[src/rtl/tblrd_pkg.sv]
package tblrd_pkg;
  typedef enum logic {ST_IDLE = 1'b0, ST_WRITE = 1'b1} tblrd_state_e;

  typedef struct packed {
    logic romRd;
    logic lastPage;
    logic capDest;
    logic wrBack;
  } tblrd_ctl_t;
endpackage

[src/rtl/tblrd_ctrl.sv]
module tblrd_ctrl
  import tblrd_pkg::*;
(
  input  logic       clk,
  input  logic       rstN,
  input  logic       cmdValid,
  input  logic       cmdLastPage,
  output tblrd_ctl_t ctl,
  output logic       busy
);
  tblrd_state_e stateQ, stateD;
  logic issue;

  assign issue = (stateQ == ST_IDLE) && cmdValid;

  always_comb begin
    stateD = stateQ;
    unique case (stateQ)
      ST_IDLE:  if (cmdValid) stateD = ST_WRITE;
      ST_WRITE: stateD = ST_IDLE;
      default:  stateD = ST_IDLE;
    endcase
  end

  always_ff @(posedge clk or negedge rstN) begin
    if (!rstN) stateQ <= ST_IDLE;
    else       stateQ <= stateD;
  end

  always_comb begin
    ctl.romRd    = issue;
    ctl.lastPage = cmdLastPage;
    ctl.capDest  = issue;
    ctl.wrBack   = (stateQ == ST_WRITE);
  end

  assign busy = issue;
endmodule

[src/rtl/tblrd_dpath.sv]
module tblrd_dpath
  import tblrd_pkg::*;
#(
  parameter int PAGE_W     = 2,
  parameter int PTR_W      = 8,
  parameter int WORD_W     = 14,
  parameter int DM_AW      = 8,
  parameter int REG_AW     = 8,
  parameter logic [REG_AW-1:0] PTR_ADDR  = 8'h07,
  parameter logic [REG_AW-1:0] HIGH_ADDR = 8'h08,
  localparam int ROM_AW = PAGE_W + PTR_W,
  localparam int HI_W   = WORD_W - PTR_W
) (
  input  logic              clk,
  input  logic              rstN,
  input  tblrd_ctl_t        ctl,
  input  logic [DM_AW-1:0]  cmdDest,
  input  logic [PAGE_W-1:0] pcHi,
  input  logic [REG_AW-1:0] regAddr,
  input  logic              regWr,
  input  logic [PTR_W-1:0]  regWrData,
  output logic [PTR_W-1:0]  regRdData,
  output logic              romEn,
  output logic [ROM_AW-1:0] romAddr,
  input  logic [WORD_W-1:0] romData,
  output logic              dmWrEn,
  output logic [DM_AW-1:0]  dmWrAddr,
  output logic [PTR_W-1:0]  dmWrData
);
  logic [PTR_W-1:0] ptrQ;
  logic [PTR_W-1:0] highQ;
  logic [DM_AW-1:0] destQ;
  logic [PAGE_W-1:0] pageSel;

  assign pageSel = ctl.lastPage ? {PAGE_W{1'b1}} : pcHi;
  assign romAddr = {pageSel, ptrQ};
  assign romEn   = ctl.romRd;

  always_ff @(posedge clk or negedge rstN) begin
    if (!rstN) ptrQ <= '0;
    else if (regWr && regAddr == PTR_ADDR) ptrQ <= regWrData;
  end

  always_ff @(posedge clk or negedge rstN) begin
    if (!rstN) destQ <= '0;
    else if (ctl.capDest) destQ <= cmdDest;
  end

  generate
    if (HI_W < PTR_W) begin : g_padHigh
      always_ff @(posedge clk or negedge rstN) begin
        if (!rstN) highQ <= '0;
        else if (ctl.wrBack) highQ <= {{(PTR_W-HI_W){1'b0}}, romData[WORD_W-1:PTR_W]};
      end
    end else begin : g_fullHigh
      always_ff @(posedge clk or negedge rstN) begin
        if (!rstN) highQ <= '0;
        else if (ctl.wrBack) highQ <= romData[PTR_W +: PTR_W];
      end
    end
  endgenerate

  assign dmWrEn   = ctl.wrBack;
  assign dmWrAddr = destQ;
  assign dmWrData = romData[PTR_W-1:0];

  always_comb begin
    if (regAddr == PTR_ADDR)       regRdData = ptrQ;
    else if (regAddr == HIGH_ADDR) regRdData = highQ;
    else                           regRdData = '0;
  end
endmodule

[src/rtl/tblrd_top.sv]
module tblrd_top
  import tblrd_pkg::*;
#(
  parameter int PAGE_W = 2,
  parameter int PTR_W  = 8,
  parameter int WORD_W = 14,
  parameter int DM_AW  = 8,
  parameter int REG_AW = 8,
  localparam int ROM_AW = PAGE_W + PTR_W
) (
  input  logic              clk,
  input  logic              rstN,
  input  logic              cmdValid,
  input  logic              cmdLastPage,
  input  logic [DM_AW-1:0]  cmdDest,
  input  logic [PAGE_W-1:0] pcHi,
  input  logic [REG_AW-1:0] regAddr,
  input  logic              regWr,
  input  logic [PTR_W-1:0]  regWrData,
  output logic [PTR_W-1:0]  regRdData,
  output logic              romEn,
  output logic [ROM_AW-1:0] romAddr,
  input  logic [WORD_W-1:0] romData,
  output logic              dmWrEn,
  output logic [DM_AW-1:0]  dmWrAddr,
  output logic [PTR_W-1:0]  dmWrData,
  output logic              busy
);
  tblrd_ctl_t ctl;

  tblrd_ctrl u_ctrl (
    .clk(clk), .rstN(rstN), .cmdValid(cmdValid), .cmdLastPage(cmdLastPage),
    .ctl(ctl), .busy(busy)
  );

  tblrd_dpath #(
    .PAGE_W(PAGE_W), .PTR_W(PTR_W), .WORD_W(WORD_W), .DM_AW(DM_AW), .REG_AW(REG_AW)
  ) u_dpath (
    .clk(clk), .rstN(rstN), .ctl(ctl), .cmdDest(cmdDest), .pcHi(pcHi),
    .regAddr(regAddr), .regWr(regWr), .regWrData(regWrData), .regRdData(regRdData),
    .romEn(romEn), .romAddr(romAddr), .romData(romData),
    .dmWrEn(dmWrEn), .dmWrAddr(dmWrAddr), .dmWrData(dmWrData)
  );
endmodule

[config.mk]
export PLATFORM = sky130hd
export DESIGN_NAME = tblrd_top
export DESIGN_NICKNAME = d
export VERILOG_FILES = /design/src/rtl/tblrd_pkg.sv /design/src/rtl/tblrd_ctrl.sv /design/src/rtl/tblrd_dpath.sv /design/src/rtl/tblrd_top.sv
export SDC_FILE = /design/constraint.sdc
export NUM_CORES = 1
export LEC_CHECK = 0
export BUFFER_PORTS_ARGS = -buffer_cell sky130_fd_sc_hd__buf_2
export CORE_ASPECT_RATIO = 0.5
export CORE_UTILIZATION = 24
export DETAILED_ROUTE_END_ITERATION = 7
export SLEW_MARGIN = 30
export SYNTH_ARGS = -nofsm -noshare
export SYNTH_HDL_FRONTEND = slang
export SYNTH_SLANG_ARGS = --single-unit
export TNS_END_PERCENT = 50
[constraint.sdc]
create_clock -name clk -period 1.25 [get_ports clk]
set_clock_uncertainty 0.1 [all_clocks]
set_input_delay 0.25 -clock clk [delete_from_list [all_inputs] [get_ports clk]]
set_output_delay 0.25 -clock clk [all_outputs]
set_load 0.02 [all_outputs]
==> impl_metrics.ini, run 1 <==
[outcome]
status = finished with violations
violations = negative setup slack

[drt]
vias_per_cell = 4.38
firstDrtPassIters = 4
drt_iter0_drc = 20
drc = 0
wire_per_inst_um = 12.8
num_vias = 898
antenna_left = 0
wl_um = 2630

[clocking]
clk_pin_slew_ps = 80
clk_path_buf_depth = 2
htree_levels = 1
tritoncts = yes
cts_sinks = 23
cts-root-buf = clkbuf_8
insertion_delay_ps = 260
numCtsBuffers = 3

[place]
post-place-ws_ps = -399
gp_congestion = 0.747
portBuffers = 65
post_dp_cell_area_mm2 = 0.00155
dp.cells = 195
dp_hpwl_um = 1930

[power_and_ir_drop]
p_switching_mw = 0.478
switching_share_pct = 26.8
p_per_area_mw_per_mm2 = 990
ir_drop_mv = 0.584
power.leakage_nw = 0.870
p_seq_share_pct = 49.2
clockPowerShare_pct = 25.5
p_comb_share_pct = 25.3
power_mw = 1.78
p_int_mw = 1.30

[floorplanning]
start_util_pct = 26.4
die-area_mm2 = 0.00481
die_x_um = 97.1
core_mm2 = 0.00410
rows = 16
io_pins = 82
die_y_um = 49.5

[cells_and_area]
layout_common_cells = buf_2 (48), dfrtp_1 (22), buf_6 (19)
multi_input_area_um2 = 515
drive_above_1_share_pct = 80.1
final_common_cell = buf_2
nFillCells = 405
fin_nets = 197
ff_latch_area_um2 = 577
postLayoutCellArea_mm2 = 0.00180
diodes = 0
area_delta_synth_final_pct = 65.9
layout.cells.non_filler = 205
post-route-util_pct = 43.8

[yosys]
syn_avg_cell_area_um2 = 13.6
synth_top_cell_area_share_pct = 53.1
synth_seq_cells = 23
yosysTopAreaCell = dfrtp_1
synth.net_count = 125
yosysWarningCount = 0
postSynthCellCount = 80
synth_area_leaders = dfrtp_1 (53%), mux2_2 (23%), buf_4 (6.9%)
ys_types = 15
synth_area_mm2 = 0.00108
ys_seq_area_share_pct = 53.1

[global_route]
antenna_found_initial = 0
grt_pass1_wl_um = 4290
grt_max_degree = 24
gr-usage-all-layers_pct = 11.6
grt_pass1_vias = 906
grt-ovfl-total = 0

[worst_setup_path]
path_common_cell = buf_6
worstPathArrival_ps = 1250
cp-start-kind = primary input
cp_cell_sequence = buf_6, or4_4, nor2_4, buf_6
worst-setup-path-type = in -> out
slowest_stage = or4_4
end_kind = output port
r2r_slack_ps = -70
cp.required_ps = 900
slowest_delay_ps = 650
path_max_fanout = 6

[timing]
rsz0062_at_grt = yes
post-route-period-util_pct = 128
setup-violations-final = 27
fin_hold_ws_ps = 112
setup_slack_ps = -346
slew_headroom_pct = 66.0
tns_ps = -4220
hold_viol = 0
tightest_slew_ps = 510
max_freq_mhz = 627
drv_slew = 0
min_period_ps = 1600

[job]
maxCapViolations = 0

[min_path]
hold_class = in -> reg
## worst paths after layout
check                                         start                   to  cells past startpoint
min in group asynchronous                      rstN  u_dpath.dmWrAddr[6]                      2
worst max-delay path                     regAddr[5]         regRdData[3]                      4
worst max register to register        u_ctrl.stateQ  u_dpath.dmWrAddr[4]                      4
max in group asynchronous                      rstN        u_ctrl.stateQ                      2
worst min-delay path                     cmdDest[3]  u_dpath.dmWrAddr[3]                      2
worst min register to register  u_dpath.dmWrAddr[6]  u_dpath.dmWrAddr[6]                      1
## final cells by class
type / count / area share, %
flip-flops and latches: 23 / 32.1
clock buffers: 4 / 2.50
well taps: 54 / 3.76
repair buffers: 80 / 33.0
multi-input cells: 44 / 28.7
## critical path: cells and delay by family
kind	cells	cell delay (ps)
simple gates	2	780
buf+inv	2	210
## flip-flops by register name, summed over array words and instances (netlist names)
| name | flops |
|---|---|
| u_dpath.dmWrAddr | 8 |
| u_dpath.highQ | 6 |
| u_ctrl.stateQ | 1 |
| u_dpath.ptrQ | 8 |
## metal layers
metal	global-route usage (%)	vias up	share of wire, %
met1	12.7	435	39
met5	0	-	0
li1	-	419	-
met4	3.73	0	0.87
met2	21.6	40	54
met3	3.69	4	6.6
## cell usage after synthesis
| master | count |
|---|---|
| dfrtp_1 | 23 |
| mux2_2 | 22 |
| buf_4 | 10 |
| a22oi_1 | 6 |
| nor2_1 | 6 |
| and3_2 | 2 |
| buf_2 | 2 |
| or2_2 | 2 |
| and4b_1 | 1 |
| clkbuf_1 | 1 |
| nand3_4 | 1 |
| nor2b_1 | 1 |
| nor4_4 | 1 |
| nor4b_2 | 1 |
| or4_1 | 1 |
## kinds of logic after synthesis
kind of cell    synth area share (%)
flops                           53.1
buf+inv                         8.19
simple gates                    11.8
mux                             22.8
compound gates                  4.15
## power by group through the flow
stage	combinational, mW	sequential [mW]	clock (mW)
after floorplan	0.200	0.946	0
after detailed placement	0.397	0.887	0
after global routing	0.482	0.888	0.510
after CTS	0.442	0.876	0.474
final	0.451	0.876	0.455
after global placement	0.386	0.885	0
## repair_timing
item	4_1_cts	5_1_grt
hold buffers	1	0
setup endpoints to repair	21	29
gates resized for setup	40	5
pin swaps	6	6
endpoints found under the hold margin	23	0
setup buffers	3	4
Note: power is estimated with default switching activity, not from simulation.
==> run 2: changes to the inputs <==
--- a/config.mk
+++ b/config.mk
@@ -9,6 +9,7 @@
 export CORE_ASPECT_RATIO = 0.5
 export CORE_UTILIZATION = 24
 export DETAILED_ROUTE_END_ITERATION = 7
+export GPL_ROUTABILITY_DRIVEN = 0
 export SLEW_MARGIN = 30
 export SYNTH_ARGS = -nofsm -noshare
 export SYNTH_HDL_FRONTEND = slang
==> constraint.sdc (replaced) <==
create_clock -name clk -period 1.25 [get_ports clk]
set_clock_uncertainty 0.1 [all_clocks]
set_input_delay 0.25 -clock clk [delete_from_list [all_inputs] [get_ports clk]]
set_output_delay 0.25 -clock clk [all_outputs]
set_load 0.1 [all_outputs]
==> run 2 against run 1 <==
The run still ends with negative setup slack left. Final cell count is 2.4% higher. Flip-flop and latch count is the same. Critical endpoint unchanged. Highest routed layer unchanged. Die area unchanged. Combinational power grew 130%. Routed wire length is 4.7% higher. Fmax fell by 5.1%. Core utilization increased by 10 points. Clock-buffer cell count down 1. Non-clock buffer count rose by 5. Via count is 0.22% higher. Power is 36% higher. Largest power group is now combinational cells. Critical path type unchanged. Global-route usage rose by 0.95 points.
==> impl_metrics.ini, run 2 (synthesis results as in run 1) <==
[outcome]
status = finished with violations
violations = negative setup slack

[timing]
drv_slew = 0
max_freq_mhz = 595
tns_ps = -6740
setup_slack_ps = -431
slew_headroom_pct = 64.8
tightest_slew_ps = 528
fin_hold_ws_ps = 105
post-route-period-util_pct = 134
setup-violations-final = 36
min_period_ps = 1680
hold_viol = 0
rsz0062_at_grt = yes

[place]
dp_hpwl_um = 2040
portBuffers = 65
post_dp_cell_area_mm2 = 0.00205

[worst_setup_path]
worst-setup-path-type = in -> out
cp-start-kind = primary input
r2r_slack_ps = -240
rr_worst_depth = 5
worstSetupPathDepth = 4
slowest_delay_ps = 650
slowest_stage = or4_4
worstPathArrival_ps = 1330
cp_cell_sequence = buf_6, or4_4, nor2_4, buf_12
cp.required_ps = 900
r2r-start = u_ctrl.stateQ
setup.worst_path.end = regRdData[3]
end_kind = output port
path_max_fanout = 6
crit_family = simple AND/OR/NAND/NOR gates
cp-startpoint = regAddr[5]
crit_buf_inv = 2
r2r_end = u_dpath.dmWrAddr[7]

[drt]
vias_per_cell = 4.29
drt_iter0_drc = 35
num_vias = 900
drc = 0
wire_per_inst_um = 13.1
antenna_left = 0
wl_um = 2760
firstDrtPassIters = 3

[floorplanning]
die-area_mm2 = 0.00481
core_mm2 = 0.00410
die_y_um = 49.5
die_x_um = 97.1
rows = 16
start_util_pct = 26.4
io_pins = 82

[power_and_ir_drop]
power.leakage_nw = 0.982
ir_drop_mv = 0.738
p_per_area_mw_per_mm2 = 1090

[cells_and_area]
diodes = 0
fin_nets = 202
multi_input_area_um2 = 528
final_common_cell = buf_2
drive_above_1_share_pct = 87.2
post-route-util_pct = 54.1
postLayoutCellArea_mm2 = 0.00222
area_delta_synth_final_pct = 105
ff_latch_area_um2 = 594
nFillCells = 352
layout_common_cells = buf_2 (33), buf_12 (29), dfrtp_1 (14)

[global_route]
grt_pass1_wl_um = 4650
antenna_found_initial = 0
grt_max_degree = 24
grt_pass1_vias = 949
grt-ovfl-total = 0
gr-usage-all-layers_pct = 12.5

[clocking]
cts-root-buf = clkbuf_8
insertion_delay_ps = 270
cts_sinks = 23
clk_path_buf_depth = 2
htree_levels = 1
tritoncts = yes
numCtsBuffers = 3
clk_pin_slew_ps = 90

[job]
maxCapViolations = 0

[min_path]
hold_class = in -> reg
==> run 2: changes by cell type in the layout (fill, tap and decap cells not counted), sizes merged <==
| cell | delta |
|---|---|
| clkinvlp | +1 |
| buf | +5 |
| clkbuf | -1 |
==> run 2: what timing repair did <==
item	in CTS	in global routing
pin swaps	4	4
hold buffers	1	0
gates resized for setup	15	7
setup endpoints to repair	37	49
buffers inserted	4	3
hold endpoints to repair	23	0
==> run 2: layer usage <==
metal / vias to the layer above / wire length [um] / global-route usage, %
met5: - / 0 / 0
met3: 4 / 171 / 3.83
met1: 428 / 1120 / 14.6
met4: 0 / 8 / 2.99
met2: 40 / 1460 / 22.9
li1: 428 / - / -
==> run 2: power breakdown <==
group	internal (mW)	total, mW	switching [mW]
Combinational	0.441	1.04	0.598
Clock	0.225	0.472	0.246
Sequential	0.831	0.908	0.0774
Total	1.50	2.42	0.921
==> run 2: cell type report <==
cell class                      instances  area share (%)
Multi-Input combinational cell         44            23.8
Clock inverter                          1           0.338
Sequential cell                        23            26.8
Clock buffer                            3            1.86
Tap cell                               54            3.04
Timing Repair Buffer                   85            44.2
==> run 2: how the worst min path moves through the flow <==
stage | from | endpoint | slack, ps | cells after the start
finish | cmdDest[6] | u_dpath.dmWrAddr[6] | 110 | 2
global route | cmdDest[6] | u_dpath.dmWrAddr[6] | 90 | 2
CTS | cmdDest[4] | u_dpath.dmWrAddr[4] | 100 | 2
detailed placement | rstN | u_dpath.dmWrAddr[6] | 160 | 1
global placement | rstN | u_dpath.dmWrAddr[3] | 150 | 1
floorplan | rstN | u_dpath.dmWrAddr[0] | -150 | 0
==> run 2: per-stage QoR <==
| stage | instances | total power [mW] | setup slack, ps |
|---|---|---|---|
| 6_report | 210 | 2.42 | -431 |
| 5_1_grt | 210 | 2.53 | -444 |
| 4_1_cts | 209 | 2.44 | -454 |
| 3_5_place_dp | 201 | 1.92 | -453 |
| 3_3_place_gp | 201 | 1.91 | -439 |
| 2_1_floorplan | 80 | 1.64 | -526 |
==> run 3: changes to the inputs <==
--- a/config.mk
+++ b/config.mk
@@ -6,10 +6,10 @@
 export NUM_CORES = 1
 export LEC_CHECK = 0
 export BUFFER_PORTS_ARGS = -buffer_cell sky130_fd_sc_hd__buf_2
-export CORE_ASPECT_RATIO = 0.5
 export CORE_UTILIZATION = 24
 export DETAILED_ROUTE_END_ITERATION = 7
 export GPL_ROUTABILITY_DRIVEN = 0
+export SKIP_CTS_REPAIR_TIMING = 1
 export SLEW_MARGIN = 30
 export SYNTH_ARGS = -nofsm -noshare
 export SYNTH_HDL_FRONTEND = slang
==> run 3 against run 2 <==
The run still ends with negative setup slack left. Core utilization fell by 3.4 points. Sequential share of layout area rose by 0.14 points. Via count rose by 3.9%. Setup slack got worse by 18 ps. Global-route usage fell by 0.15 points. Final cell count did not move. Largest cell class unchanged. Highest routed layer unchanged.
==> impl_metrics.ini, run 3 (synthesis results as in run 1) <==
[timing]
min_period_ps = 1700
post-route-period-util_pct = 136
tightest_slew_ps = 506
rsz0062_at_grt = yes
drv_slew = 0
setup-violations-final = 35
fin_hold_ws_ps = 113
slew_headroom_pct = 66.2
hold_viol = 0
max_freq_mhz = 588
setup_slack_ps = -450
tns_ps = -7400

[cells_and_area]
fin_nets = 204
ff_latch_area_um2 = 594
nFillCells = 381
multi_input_area_um2 = 518
layout.cells.non_filler = 210
drive_above_1_share_pct = 85.4
area_delta_synth_final_pct = 104
diodes = 0
final_common_cell = buf_2
layout_common_cells = buf_2 (34), buf_12 (29), dfrtp_1 (14)

[floorplanning]
die-area_mm2 = 0.00479
die_x_um = 69.2
die_y_um = 69.2
start_util_pct = 24.9
core_mm2 = 0.00435
io_pins = 82
rows = 24

[outcome]
status = finished with violations
violations = negative setup slack

[global_route]
grt_pass1_wl_um = 4750
grt-ovfl-total = 0
antenna_found_initial = 0
gr-usage-all-layers_pct = 12.4
grt_pass1_vias = 1031
grt_max_degree = 24

[clocking]
htree_levels = 1
tritoncts = yes
clk_pin_slew_ps = 80
insertion_delay_ps = 260
cts-root-buf = clkbuf_8
numCtsBuffers = 3
clk_path_buf_depth = 2
cts_sinks = 23

[drt]
vias_per_cell = 4.45
wire_per_inst_um = 14.0
antenna_left = 0
num_vias = 935
drc = 0
firstDrtPassIters = 3
drt_iter0_drc = 19
wl_um = 2930

[power_and_ir_drop]
p_per_area_mw_per_mm2 = 1090
power.leakage_nw = 0.989
ir_drop_mv = 0.638
power_mw = 2.41

[worst_setup_path]
worst-setup-path-type = in -> out
end_kind = output port
path_max_fanout = 6
cp-start-kind = primary input
worstPathArrival_ps = 1350
cp.required_ps = 900

[job]
maxCapViolations = 0

[min_path]
hold_class = in -> reg

[place]
dp.cells = 200
dp_hpwl_um = 2320
post-place-ws_ps = -454
portBuffers = 65
==> run 3: cell count changes in the layout (fill, tap and decap cells not counted) <==
cell	change
a22oi_2	-2
clkbuf_1	+1
buf_4	+2
clkinvlp_4	-1
buf_2	+1
buf_8	-1
a22oi_1	+2
==> run 3: area by class of cell <==
class | instances | share of cell area [%]
clock buffers | 4 | 2.04
repair buffers | 87 | 44.6
multi-input cells | 44 | 23.5
well taps | 52 | 2.95
flip-flops and latches | 23 | 26.9
==> run 3: routing by layer <==
metal	share of wire, %	wire [um]	vias to the layer above	global-route usage, %
li1	-	-	434	-
met1	36	1060	447	13.3
met2	53	1560	46	22.3
met3	8.9	261	8	4.36
met4	1.6	48	0	4.31
met5	0	0	-	0
==> run 3: worst max-delay path, cell delays in order <==
cell and delay, ps:
buf_6 90, or4_4 650, nor2_4 170, buf_12 180
==> run 3: power by group <==
group          total, mW  switching [mW]  internal, mW
Sequential         0.909          0.0779         0.831
Combinational       1.04           0.604         0.440
Clock              0.456           0.229         0.227
Total               2.41           0.910          1.50
==> run 3: worst paths after layout <==
kind,startpoint,to,slack [ps],depth (start not counted)
min,cmdDest[5],u_dpath.dmWrAddr[5],110,2
max in group asynchronous,rstN,u_dpath.ptrQ[6],280,2
min in group asynchronous,rstN,u_dpath.dmWrAddr[5],380,2
max,regAddr[5],regRdData[1],-450,4
max reg2reg,u_ctrl.stateQ,u_dpath.dmWrAddr[1],-190,4
min reg2reg,u_dpath.highQ[5],u_dpath.highQ[5],420,1
==> run 3: per-stage QoR <==
| step | cell area [um^2] | util, % |
|---|---|---|
| after floorplan | 1240 | - |
| after CTS | 2100 | 48.2 |
| after global placement | 2050 | 47.2 |
| final | 2210 | 50.7 |
| after detailed placement | 2050 | 47.2 |
| after global routing | 2210 | 50.7 |
